--- src/rtl/spwm3_pkg.sv ---
package spwm3_pkg;

    typedef enum logic [1:0] {
        CR_START = 2'd0,
        CR_FALL  = 2'd1,
        CR_RISE  = 2'd2
    } car_st_e;

endpackage

--- src/rtl/spwm3_carrier.sv ---
module spwm3_carrier
    import spwm3_pkg::*;
#(
    parameter int CNT_W = 12
) (
    input  logic             clk,
    input  logic             rst_n,
    input  logic [CNT_W-1:0] period_in,
    output logic [CNT_W-1:0] cnt,
    output logic [CNT_W-1:0] per,
    output logic             peak,
    output logic             valley
);

    localparam logic [CNT_W-1:0] MIN_PER = CNT_W'(2);

    car_st_e          st, st_nx;
    logic [CNT_W-1:0] cnt_nx, per_nx, per_eff;

    always_comb begin
        per_eff = (period_in < MIN_PER) ? MIN_PER : period_in;
    end

    // next-state and next-count
    always_comb begin
        st_nx  = st;
        cnt_nx = cnt;
        per_nx = per;
        unique case (st)
            CR_START: st_nx = CR_FALL;
            CR_FALL: begin
                if (cnt == '0) begin
                    per_nx = per_eff;
                    cnt_nx = CNT_W'(1);
                    st_nx  = CR_RISE;
                end else begin
                    cnt_nx = cnt - CNT_W'(1);
                end
            end
            CR_RISE: begin
                if (cnt == per) begin
                    cnt_nx = per - CNT_W'(1);
                    st_nx  = CR_FALL;
                end else begin
                    cnt_nx = cnt + CNT_W'(1);
                end
            end
            default: st_nx = CR_START;
        endcase
    end

    // state register
    always_ff @(posedge clk or negedge rst_n) begin
        if (!rst_n) begin
            st  <= CR_START;
            cnt <= '0;
            per <= MIN_PER;
        end else begin
            st  <= st_nx;
            cnt <= cnt_nx;
            per <= per_nx;
        end
    end

    // outputs
    always_comb begin
        peak   = (st == CR_RISE) && (cnt == per);
        valley = (st == CR_FALL) && (cnt == '0);
    end

endmodule

--- src/rtl/spwm3_sine_lut.sv ---
module spwm3_sine_lut #(
    parameter int IDX_W = 8,
    parameter int AMP_W = 12
) (
    input  logic [IDX_W-1:0]        idx,
    output logic signed [AMP_W-1:0] val
);

    localparam int  Q_W = IDX_W - 2;
    localparam int  QN  = 2 ** Q_W;
    localparam real AMP = real'(2 ** (AMP_W - 1) - 1);
    localparam real HPI = 1.5707963267948966;

    logic [AMP_W-2:0] qtab [QN];

    // first quadrant, sampled at half-step offsets so the quadrants mirror exactly
    for (genvar k = 0; k < QN; k++) begin : g_tab
        localparam real ANG = HPI * (real'(k) + 0.5) / real'(QN);
        assign qtab[k] = (AMP_W-1)'($rtoi(AMP * $sin(ANG) + 0.5));
    end

    logic [1:0]       quad;
    logic [Q_W-1:0]   k_in, addr;
    logic [AMP_W-2:0] mag;

    always_comb begin
        quad = idx[IDX_W-1 -: 2];
        k_in = idx[Q_W-1:0];
        addr = quad[0] ? ~k_in : k_in;
        mag  = qtab[addr];
        val  = quad[1] ? -$signed({1'b0, mag}) : $signed({1'b0, mag});
    end

endmodule

--- src/rtl/spwm3_ref.sv ---
module spwm3_ref #(
    parameter int     IDX_W  = 8,
    parameter int     AMP_W  = 12,
    parameter int     M_W    = 10,
    parameter longint HALF   = 3144192,
    parameter int     LV_W   = 23
) (
    input  logic [IDX_W-1:0] idx,
    input  logic [M_W-1:0]   m,
    input  logic             inj,
    output logic [LV_W-1:0]  lvl
);

    localparam int V_W = AMP_W + 4;
    localparam int R_W = V_W + M_W + 1;
    localparam logic signed [R_W-1:0] KS = R_W'(HALF);

    logic [IDX_W-1:0]        idx3;
    logic signed [AMP_W-1:0] s1, s3;
    logic signed [V_W-1:0]   s1x, s3x, v;
    logic signed [R_W-1:0]   vx, mx, r;

    // sin(3x) at the half-step grid: index 3i+1
    assign idx3 = idx + {idx[IDX_W-2:0], 1'b0} + IDX_W'(1);

    spwm3_sine_lut #(.IDX_W(IDX_W), .AMP_W(AMP_W)) u_fund (.idx(idx),  .val(s1));
    spwm3_sine_lut #(.IDX_W(IDX_W), .AMP_W(AMP_W)) u_thrd (.idx(idx3), .val(s3));

    always_comb begin
        s1x = $signed({{(V_W-AMP_W){s1[AMP_W-1]}}, s1});
        s3x = $signed({{(V_W-AMP_W){s3[AMP_W-1]}}, s3});
        v   = (s1x <<< 2) + (s1x <<< 1) + (inj ? s3x : '0);
        vx  = $signed({{(R_W-V_W){v[V_W-1]}}, v});
        mx  = $signed({{(R_W-M_W){1'b0}}, m});
        r   = vx * mx;
        if (r >= KS) begin
            lvl = LV_W'(2 * HALF);
        end else if (r <= -KS) begin
            lvl = '0;
        end else begin
            lvl = LV_W'(r + KS);
        end
    end

endmodule

--- src/rtl/spwm3_mod.sv ---
module spwm3_mod #(
    parameter int PH_W   = 16,
    parameter int IDX_W  = 8,
    parameter int AMP_W  = 12,
    parameter int M_W    = 10,
    parameter int M_FRAC = 8,
    parameter int CNT_W  = 12
) (
    input  logic             clk,
    input  logic             rst_n,
    input  logic [M_W-1:0]   mod_depth,
    input  logic [PH_W-1:0]  phase_inc,
    input  logic [CNT_W-1:0] carrier_period,
    input  logic             inj_en,
    input  logic             seq_rev,
    output logic [2:0]       pwm_hi,
    output logic [2:0]       pwm_lo,
    output logic             peak_stb,
    output logic             valley_stb
);

    localparam longint HALF = 6 * longint'(2 ** (AMP_W - 1) - 1) * longint'(2 ** M_FRAC);
    localparam longint FULL = 2 * HALF;
    localparam int     LV_W = $clog2(FULL + 1);
    localparam int     P_W  = LV_W + CNT_W;
    localparam logic [PH_W-1:0] OFS = PH_W'(((longint'(1) << PH_W) + 1) / 3);

    logic [CNT_W-1:0]           car_cnt, car_per;
    logic [PH_W-1:0]            theta_q;
    logic [2:0][PH_W-1:0]       ph;
    logic [2:0][LV_W-1:0]       lvl_nx, lvl_q;
    logic [P_W-1:0]             car_scaled;
    logic                       sample;

    spwm3_carrier #(.CNT_W(CNT_W)) u_car (
        .clk      (clk),
        .rst_n    (rst_n),
        .period_in(carrier_period),
        .cnt      (car_cnt),
        .per      (car_per),
        .peak     (peak_stb),
        .valley   (valley_stb)
    );

    always_ff @(posedge clk or negedge rst_n) begin
        if (!rst_n) theta_q <= '0;
        else        theta_q <= theta_q + phase_inc;
    end

    always_comb begin
        ph[0] = theta_q;
        ph[1] = seq_rev ? theta_q + OFS : theta_q - OFS;
        ph[2] = seq_rev ? theta_q - OFS : theta_q + OFS;
    end

    assign sample     = peak_stb | valley_stb;
    assign car_scaled = P_W'(FULL) * P_W'(car_cnt);

    for (genvar p = 0; p < 3; p++) begin : g_leg
        spwm3_ref #(
            .IDX_W(IDX_W), .AMP_W(AMP_W), .M_W(M_W), .HALF(HALF), .LV_W(LV_W)
        ) u_ref (
            .idx(ph[p][PH_W-1 -: IDX_W]),
            .m  (mod_depth),
            .inj(inj_en),
            .lvl(lvl_nx[p])
        );
        assign pwm_hi[p] = (lvl_q[p] == LV_W'(FULL)) ||
                           ((P_W'(lvl_q[p]) * P_W'(car_per)) > car_scaled);
    end

    // regular sampling at every peak and valley
    always_ff @(posedge clk or negedge rst_n) begin
        if (!rst_n) begin
            for (int p = 0; p < 3; p++) lvl_q[p] <= LV_W'(HALF);
        end else if (sample) begin
            for (int p = 0; p < 3; p++) lvl_q[p] <= lvl_nx[p];
        end
    end

    assign pwm_lo = ~pwm_hi;

endmodule

--- config.mk ---
export PLATFORM = sky130hd
export DESIGN_NAME = spwm3_mod
export DESIGN_NICKNAME = d
export VERILOG_FILES = /design/src/rtl/spwm3_pkg.sv /design/src/rtl/spwm3_carrier.sv /design/src/rtl/spwm3_sine_lut.sv /design/src/rtl/spwm3_ref.sv /design/src/rtl/spwm3_mod.sv
export SDC_FILE = /design/constraint.sdc
export NUM_CORES = 2
export LEC_CHECK = 0
export BUFFER_PORTS_ARGS = -buffer_cell sky130_fd_sc_hd__buf_2
export CAP_MARGIN = 20
export CORE_MARGIN = 2
export CORE_UTILIZATION = 30
export CTS_CLUSTER_SIZE = 25
export DETAILED_ROUTE_END_ITERATION = 12
export SETUP_SLACK_MARGIN = 0.02
export SLEW_MARGIN = 20
export SYNTH_ARGS = -nofsm -noshare
export SYNTH_HDL_FRONTEND = slang
export SYNTH_SLANG_ARGS = --single-unit
--- constraint.sdc ---
create_clock -name clk -period 20.6 [get_ports clk]
set_clock_uncertainty 0.05 [all_clocks]
set_input_delay 2.06 -clock clk [delete_from_list [all_inputs] [get_ports clk]]
set_output_delay 2.06 -clock clk [all_outputs]
set_load 0.1 [all_outputs]
# Word-level counts from Yosys, hierarchy flattened
# Memory sizes are Yosys's and may differ from the RTL's.
# Cells that the tools add are included.
# Widths: inputs -> output; s select.
# word_totals
ff_bits	111
rom_bits	4224
in_bits	42
output_inout_bits	8
elab_cells	137
mem_count	6
# classes
addsub	27
mul	7
magnitude_cmp	16
n_eq_ne	8
n_mux	42
bitwise	14
n_reduce_logical	10
# memory_table
name	depth	word_bits	rd	rd_clocked_by_memory_dff	wr	line	text
(no name shown)	64	11	1	0	0	spwm3_sine_lut.sv:30	mag = qtab[addr];
(no name shown)	64	11	1	0	0	spwm3_sine_lut.sv:30	
(no name shown)	64	11	1	0	0	spwm3_sine_lut.sv:30	
(no name shown)	64	11	1	0	0	spwm3_sine_lut.sv:30	
(no name shown)	64	11	1	0	0	spwm3_sine_lut.sv:30	
(no name shown)	64	11	1	0	0	spwm3_sine_lut.sv:30	
# op_table
cell	n
$mux 23	6
$mux 11	12
$mux 12	9
$gt 35x35->1	3
$mul 23x12->35	3
$ge 27x23->1 const B	3
$le 27x23->1 const B	3
$mul 16x11->27	3
$mux 16	5
$neg 11->12	6
$add 23x23->23 const B	3
$eq 23x23->1 const B	3
$add 16x16->16	4
$add 14x13->15	3
$ge 7x7->1 const B	6
$not 6->7	6
$mux 6	6
$not 6->6	6
$mul 13x12->25 const A	1
$add 8x1->8 const B	3
$add 8x8->8	3
$pmux 12 s2	1
$sub 12x1->12 const B	2
$add 16x15->16 const B	1
other kinds (17)	23

# Logic depth before layout (Yosys ltp)
# depth
ltp_word	18
ltp_mapped	73
depth_no_buf	67

# Modules after synthesis
# A second synthesis with hierarchy kept.
# unflattened
hier_cells	9642
area_unflattened_um2	77511.8
# modules_own_cells
mod	n_inst	cells_per_inst	area_each_um2	seq_area_each_um2
spwm3_mod	1	3923	34321.7	2168.3
spwm3_ref	3	1061	8590.7	0.0
spwm3_sine_lut	6	383	2558.7	0.0
spwm3_carrier	1	238	2065.7	651.9

# Worst setup path after synthesis
# OpenSTA, ideal clock, no wires.
# synth_path
path_kind	input-to-reg
from	in seq_rev
to	reg lvl_q[43] in the netlist's numbering
setup_time_ns	0.121
arrival_ns	15.680
required_ns	20.429
slack_ns	4.749
cell_stages	61
path_buffers	7
path_cell_list	buf_2 > clkbuf_1 > buf_1 > o22ai_1 > xnor2_1 > clkbuf_1 > clkbuf_1 > ha_1 > nor4bb_1 > a221oi_2 > nand3_1 > o211a_1 > nor3_1 > nor2_1 > clkbuf_1 > o221ai_1 > o21ai_0 > o31ai_1 > [25 not listed] > inv_1 > fa_1 > inv_1 > ha_1 > a21o_1 > a21o_1 > a21o_1 > a21o_1 > a41oi_1 > o21ai_0 > a311oi_1 > o21bai_1 > a21o_1 > xnor2_1 > o41a_1 > nor2_1 > buf_2 > nor2_1
# synth_between
elab_chain_cells	17
word_cells_on_any_way	28
classes_between	add/sub: 7; mul: 1; order compare: 2; mux: 12; bitwise: 4; memory: 2
# synth_lines
element	line	text
start, declared	spwm3_mod.sv:15	input logic seq_rev,
$mux 16 *	spwm3_mod.sv:52	ph[1] = seq_rev ? theta_q + OFS : theta_q - OFS;
$add 8x8->8	spwm3_ref.sv:24	assign idx3 = idx + {idx[IDX_W-2:0], 1'b0} + IDX_W'(1);
$add 8x1->8	spwm3_ref.sv:24	
$not 6->6	spwm3_sine_lut.sv:29	addr = quad[0] ? ~k_in : k_in;
$mux 6	spwm3_sine_lut.sv:29	
$not 6->7 (not written as such)	spwm3_sine_lut.sv:30	
$mem_v2 64x11	-	
$mux 11 (not written as such) (2 in a row)	spwm3_sine_lut.sv:30	
$neg 11->12	spwm3_sine_lut.sv:31	val = quad[1] ? -$signed({1'b0, mag}) : $signed({1'b0, mag});
$mux 12	spwm3_sine_lut.sv:31	
$mux 16	spwm3_ref.sv:32	v = (s1x <<< 2) + (s1x <<< 1) + (inj ? s3x : '0);
$add 16x16->16 *	spwm3_ref.sv:32	
$mul 16x11->27 *	spwm3_ref.sv:35	r = vx * mx;
$add 23x23->23 / $le 27x23->1 (equally long branches)	spwm3_ref.sv:41, spwm3_ref.sv:38	
$mux 23	spwm3_ref.sv:38	end else if (r <= -KS) begin
$mux 23 *	spwm3_ref.sv:36	if (r >= KS) begin
end, declared	spwm3_mod.sv:31	logic [2:0][LV_W-1:0] lvl_nx, lvl_q;
# Every way passes the cells marked *; elsewhere a longest branch is shown, timed or not. The select of a mux whose other input is x is not followed.
# A chain may end at the register's enable or synchronous reset.

# Worst setup path after layout
# Same ends and word-level chain as after synthesis.

==> qor.log <==
[die] standard-cell row count 176
[die] ports placed on the boundary 50
[sta] time the final worst path needs with I/O delays and setup 18.06 ns
[global_route] wire length of the first global-routing pass 331 mm
[sta] final hold slack 0.491 ns
[setup_path] number of cells traversed by the worst register-to-register path 56
[layout] count of fill cells added during filler insertion 24132
[global_route] number of antenna violations at the first check in global routing 4
[synth] cell type contributing the most total cell area after synthesis sky130_fd_sc_hd__fa_1
[route] routed wire length 201 mm
[synth] Simple-Gate Fraction of Synth Area 0.186
[placement] HPWL reported at the end of detailed placement 158 mm
[die] die outline height 485 um
[synth] multiplexer area fraction after synthesis 0.00924
[global_route] maximum number of pins on one net before global-route repair 76
[setup_path] crit-path max cell delay 0.66 ns
[min_path] kind of path behind the tightest hold check flip-flop to flip-flop
[synth] prevailing post-synth register cell sky130_fd_sc_hd__dfrtp_1
[setup_path] Worst EP required 20.85 ns
[layout] most frequent cells in the layout sky130_fd_sc_hd__inv_1, sky130_fd_sc_hd__nand2_1, sky130_fd_sc_hd__fa_1
[placement] Placement Cell Area 72800 um2
[sta] Final period util 0.877
[sta] highest attainable clock frequency 55.4 MHz
[layout] leading cell type in the layout, fill and taps excluded sky130_fd_sc_hd__inv_1
[setup_path] endpoint type of the worst setup path flip-flop
[setup_path] cell with the largest stage delay on the worst path sky130_fd_sc_hd__clkinv_1
[synth] part of the Yosys area used for sequential elements 0.0406
[synth] count of warnings emitted by yosys 0
[synth] post-synthesis adder-cell area fraction 0.456
[synth] dominant combinational cell family by area after synthesis adder cells
[sta] number of hold violations in the final report 0
[synth] average cell area after synthesis 8.08 um2
[layout] Final Instance Area 73100 um2
[setup_path] Worst Setup Start Kind input port
[sta] unrepaired setup endpoints after global routing no
[synth] synthesized area 69500 um2
[setup_path] buffer and inverter count on the worst path 7
[clocking] clock-pin slew reported for the worst setup and hold paths after clock tree synthesis 0.08 ns
[layout] number of nets at the end of the flow 10223
[synth] Synth Register Bits 111
[min_path] Cells on Worst Hold Path 1
[global_route] GRT Total Usage 0.170
[synth] area share of the largest cell type after synthesis 0.326
[flow_run] Max Cap Viol 0
[clocking] maximum level of the CTS H-tree 3
[global_route] number of global-route vias before repair 61912
[synth] Post-Syn Instances 8595
[route] drt via density 5.23
[outcome] outcome finished clean
[synth] Compound-Gate Fraction of Synth Area 0.146
[synth] number of enable-type register cells in the synthesized netlist 0
[die] core outline area 230000 um2
[setup_path] Worst R2R End lvl_q[66]
[route] Initial DRT Pass Iterations 6
[clocking] insertion delay of the later-clocked pin in the worst-skew pair 0.45 ns
[setup_path] critical path type input port to flip-flop
[setup_path] kind of cell adding the most delay to the critical path compound AO/OA/AOI/OAI gates
[synth] fraction of registers with async set or reset after synthesis 1.00
[sta] total negative slack for setup checks 0 ns
[clocking] clock tree from TritonCTS yes
[synth] Area contributors post-synth sky130_fd_sc_hd__fa_1, sky130_fd_sc_hd__ha_1, sky130_fd_sc_hd__inv_1
[die] die span in x 485 um
[route] remaining antenna violation count 0
[setup_path] register-to-register setup slack 3.24 ns
[synth] Net Count, Synth 10489
[route] Via Count 59402
[die] overall die area 235000 um2
[sta] Finish-stage setup viols 0
[clocking] CTS Buf Count 9
[synth] count of cell types in the netlist 105
[min_path] worst min-delay path endpoint lvl_q[6]
[global_route] leftover overflow at the end of global routing 0
[placement] GP Congestion 0.920
[clocking] TritonCTS sink count 111
[route] number of DRC markers in iteration 0 4093
[layout] Layout Area Growth over Synthesis 5.19%
[setup_path] data arrival time at the worst-slack endpoint 18.31 ns
[route] wire length per cell 17.7 um
[layout] Final Core Density 0.318
[placement] count of input and output buffers 49
[layout] ratio of cells with drive above 1 in the final layout 0.0400
[clocking] Longest Clk Path Bufs 2
[clocking] total of cells resized after clock tree synthesis 0
[setup_path] peak fanout along the critical path 35
[sta] worst slew margin relative to its limit 0.238
[synth] post-synthesis share of cell area spent on xor and xnor gates 0.0612
[sta] Worst-Margin Slew 1.14 ns
[setup_path] Reg-to-Reg Start theta_q[9]
[min_path] hold_sp lvl_q[6]
[sta] Slew Viols, Final 0
[route] total DRC errors in the routed layout 0
[clocking] buffer type at the clock tree root sky130_fd_sc_hd__clkbuf_16
[setup_path] launch point of the critical path seq_rev
[die] initial core utilization 0.302
[clocking] post-CTS setup buffers 0
[clocking] number of hold buffers added after CTS 0
==> cells in the mapped netlist, types with 22 or more instances <==
cell type                   count
sky130_fd_sc_hd__a21o_1        90
sky130_fd_sc_hd__ha_1         722
sky130_fd_sc_hd__xor2_1       106
sky130_fd_sc_hd__a221oi_1      36
sky130_fd_sc_hd__a211oi_1      55
sky130_fd_sc_hd__dfrtp_1       77
sky130_fd_sc_hd__o21ai_0      301
sky130_fd_sc_hd__and2_1       510
sky130_fd_sc_hd__o21a_1        41
sky130_fd_sc_hd__nor4_1        46
sky130_fd_sc_hd__o22ai_1       49
sky130_fd_sc_hd__inv_1       1411
sky130_fd_sc_hd__nor3_1       135
sky130_fd_sc_hd__and3_1        47
sky130_fd_sc_hd__xnor2_1      345
sky130_fd_sc_hd__dfstp_2       34
sky130_fd_sc_hd__nor2b_1       49
sky130_fd_sc_hd__nand4_1       46
sky130_fd_sc_hd__nand2b_1      44
sky130_fd_sc_hd__mux2i_1       36
sky130_fd_sc_hd__nand3_1      134
sky130_fd_sc_hd__o211ai_1      60
sky130_fd_sc_hd__or3_1         25
sky130_fd_sc_hd__o21ai_1       22
sky130_fd_sc_hd__a2111oi_0     25
sky130_fd_sc_hd__a311oi_1      22
sky130_fd_sc_hd__o21bai_1      72
sky130_fd_sc_hd__clkbuf_1     361
sky130_fd_sc_hd__a21oi_1      400
sky130_fd_sc_hd__o221ai_1      25
sky130_fd_sc_hd__fa_1        1130
sky130_fd_sc_hd__nand2_1     1176
sky130_fd_sc_hd__nor2_1       395
sky130_fd_sc_hd__buf_1         46
sky130_fd_sc_hd__a31oi_1       61
==> final cells by class <==
class	count	area [um2]	area share
multi-input combinational	6629	59800	0.818
sequential	111	2830	0.0388
tap	3026	3790	0.0518
timing repair buffer	152	1020	0.0140
clock inverter	7	75.1	0.00103
clock buffer	9	225	0.00308
inverter	1426	5350	0.0732
antenna	2	5.00	0.0000685
==> sequential cells by signal (all words and copies together) (netlist names) <==
register,cells
lvl_q,69
u_car.per,12
u_car.st,2
theta_q,16
u_car.cnt,12
==> cells by family (layout without fill, tap and decap cells) <==
logic type      after synthesis  count (layout)
flops                       111             111
simple gates               2718            2718
fa+ha+maj                  1852            1852
other cells                   0               2
xor+xnor                    465             465
compound gates             1537            1537
buf+inv                    1855            1594
mux                          57              57
==> stage by stage <==
stage / worst slack (ns) / cells
after floorplan: 4.75 / 8595
after global placement: 2.45 / 11342
after detailed placement: 2.18 / 11342
after CTS: 2.65 / 11358
after global routing: 0.984 / 11360
final: 2.54 / 11362
==> routing by layer <==
metal  vias up  global-route usage  part of all wire
met5         -                   0           0.00020
met4         6              0.0473             0.027
met3       336              0.0221             0.058
met2      1879               0.282              0.46
met1     29800               0.232              0.45
li1      27381                   -                 -
==> worst max-delay path by stage <==
| stage | end | slack (ns) | cells after the start |
|---|---|---|---|
| 6_report | lvl_q[43] | 2.54 | 59 |
| 5_1_grt | lvl_q[33] | 0.98 | 59 |
| 4_1_cts | lvl_q[33] | 2.65 | 58 |
| 3_5_place_dp | lvl_q[33] | 2.18 | 58 |
| 3_3_place_gp | lvl_q[43] | 2.45 | 58 |
| 2_1_floorplan | lvl_q[43] | 4.75 | 61 |
==> worst register-to-register path: cells and delay by family (launching register included) <==
family | cells | cell delay [ns]
simple gates | 11 | 1.98
xor+xnor | 3 | 1.44
fa+ha+maj | 11 | 4.76
compound gates | 25 | 6.89
buf+inv | 6 | 1.20
flops | 1 | 0.88
Power is not shown: default switching activity piles up to over one toggle a cycle in this logic, so the estimate is an artifact.
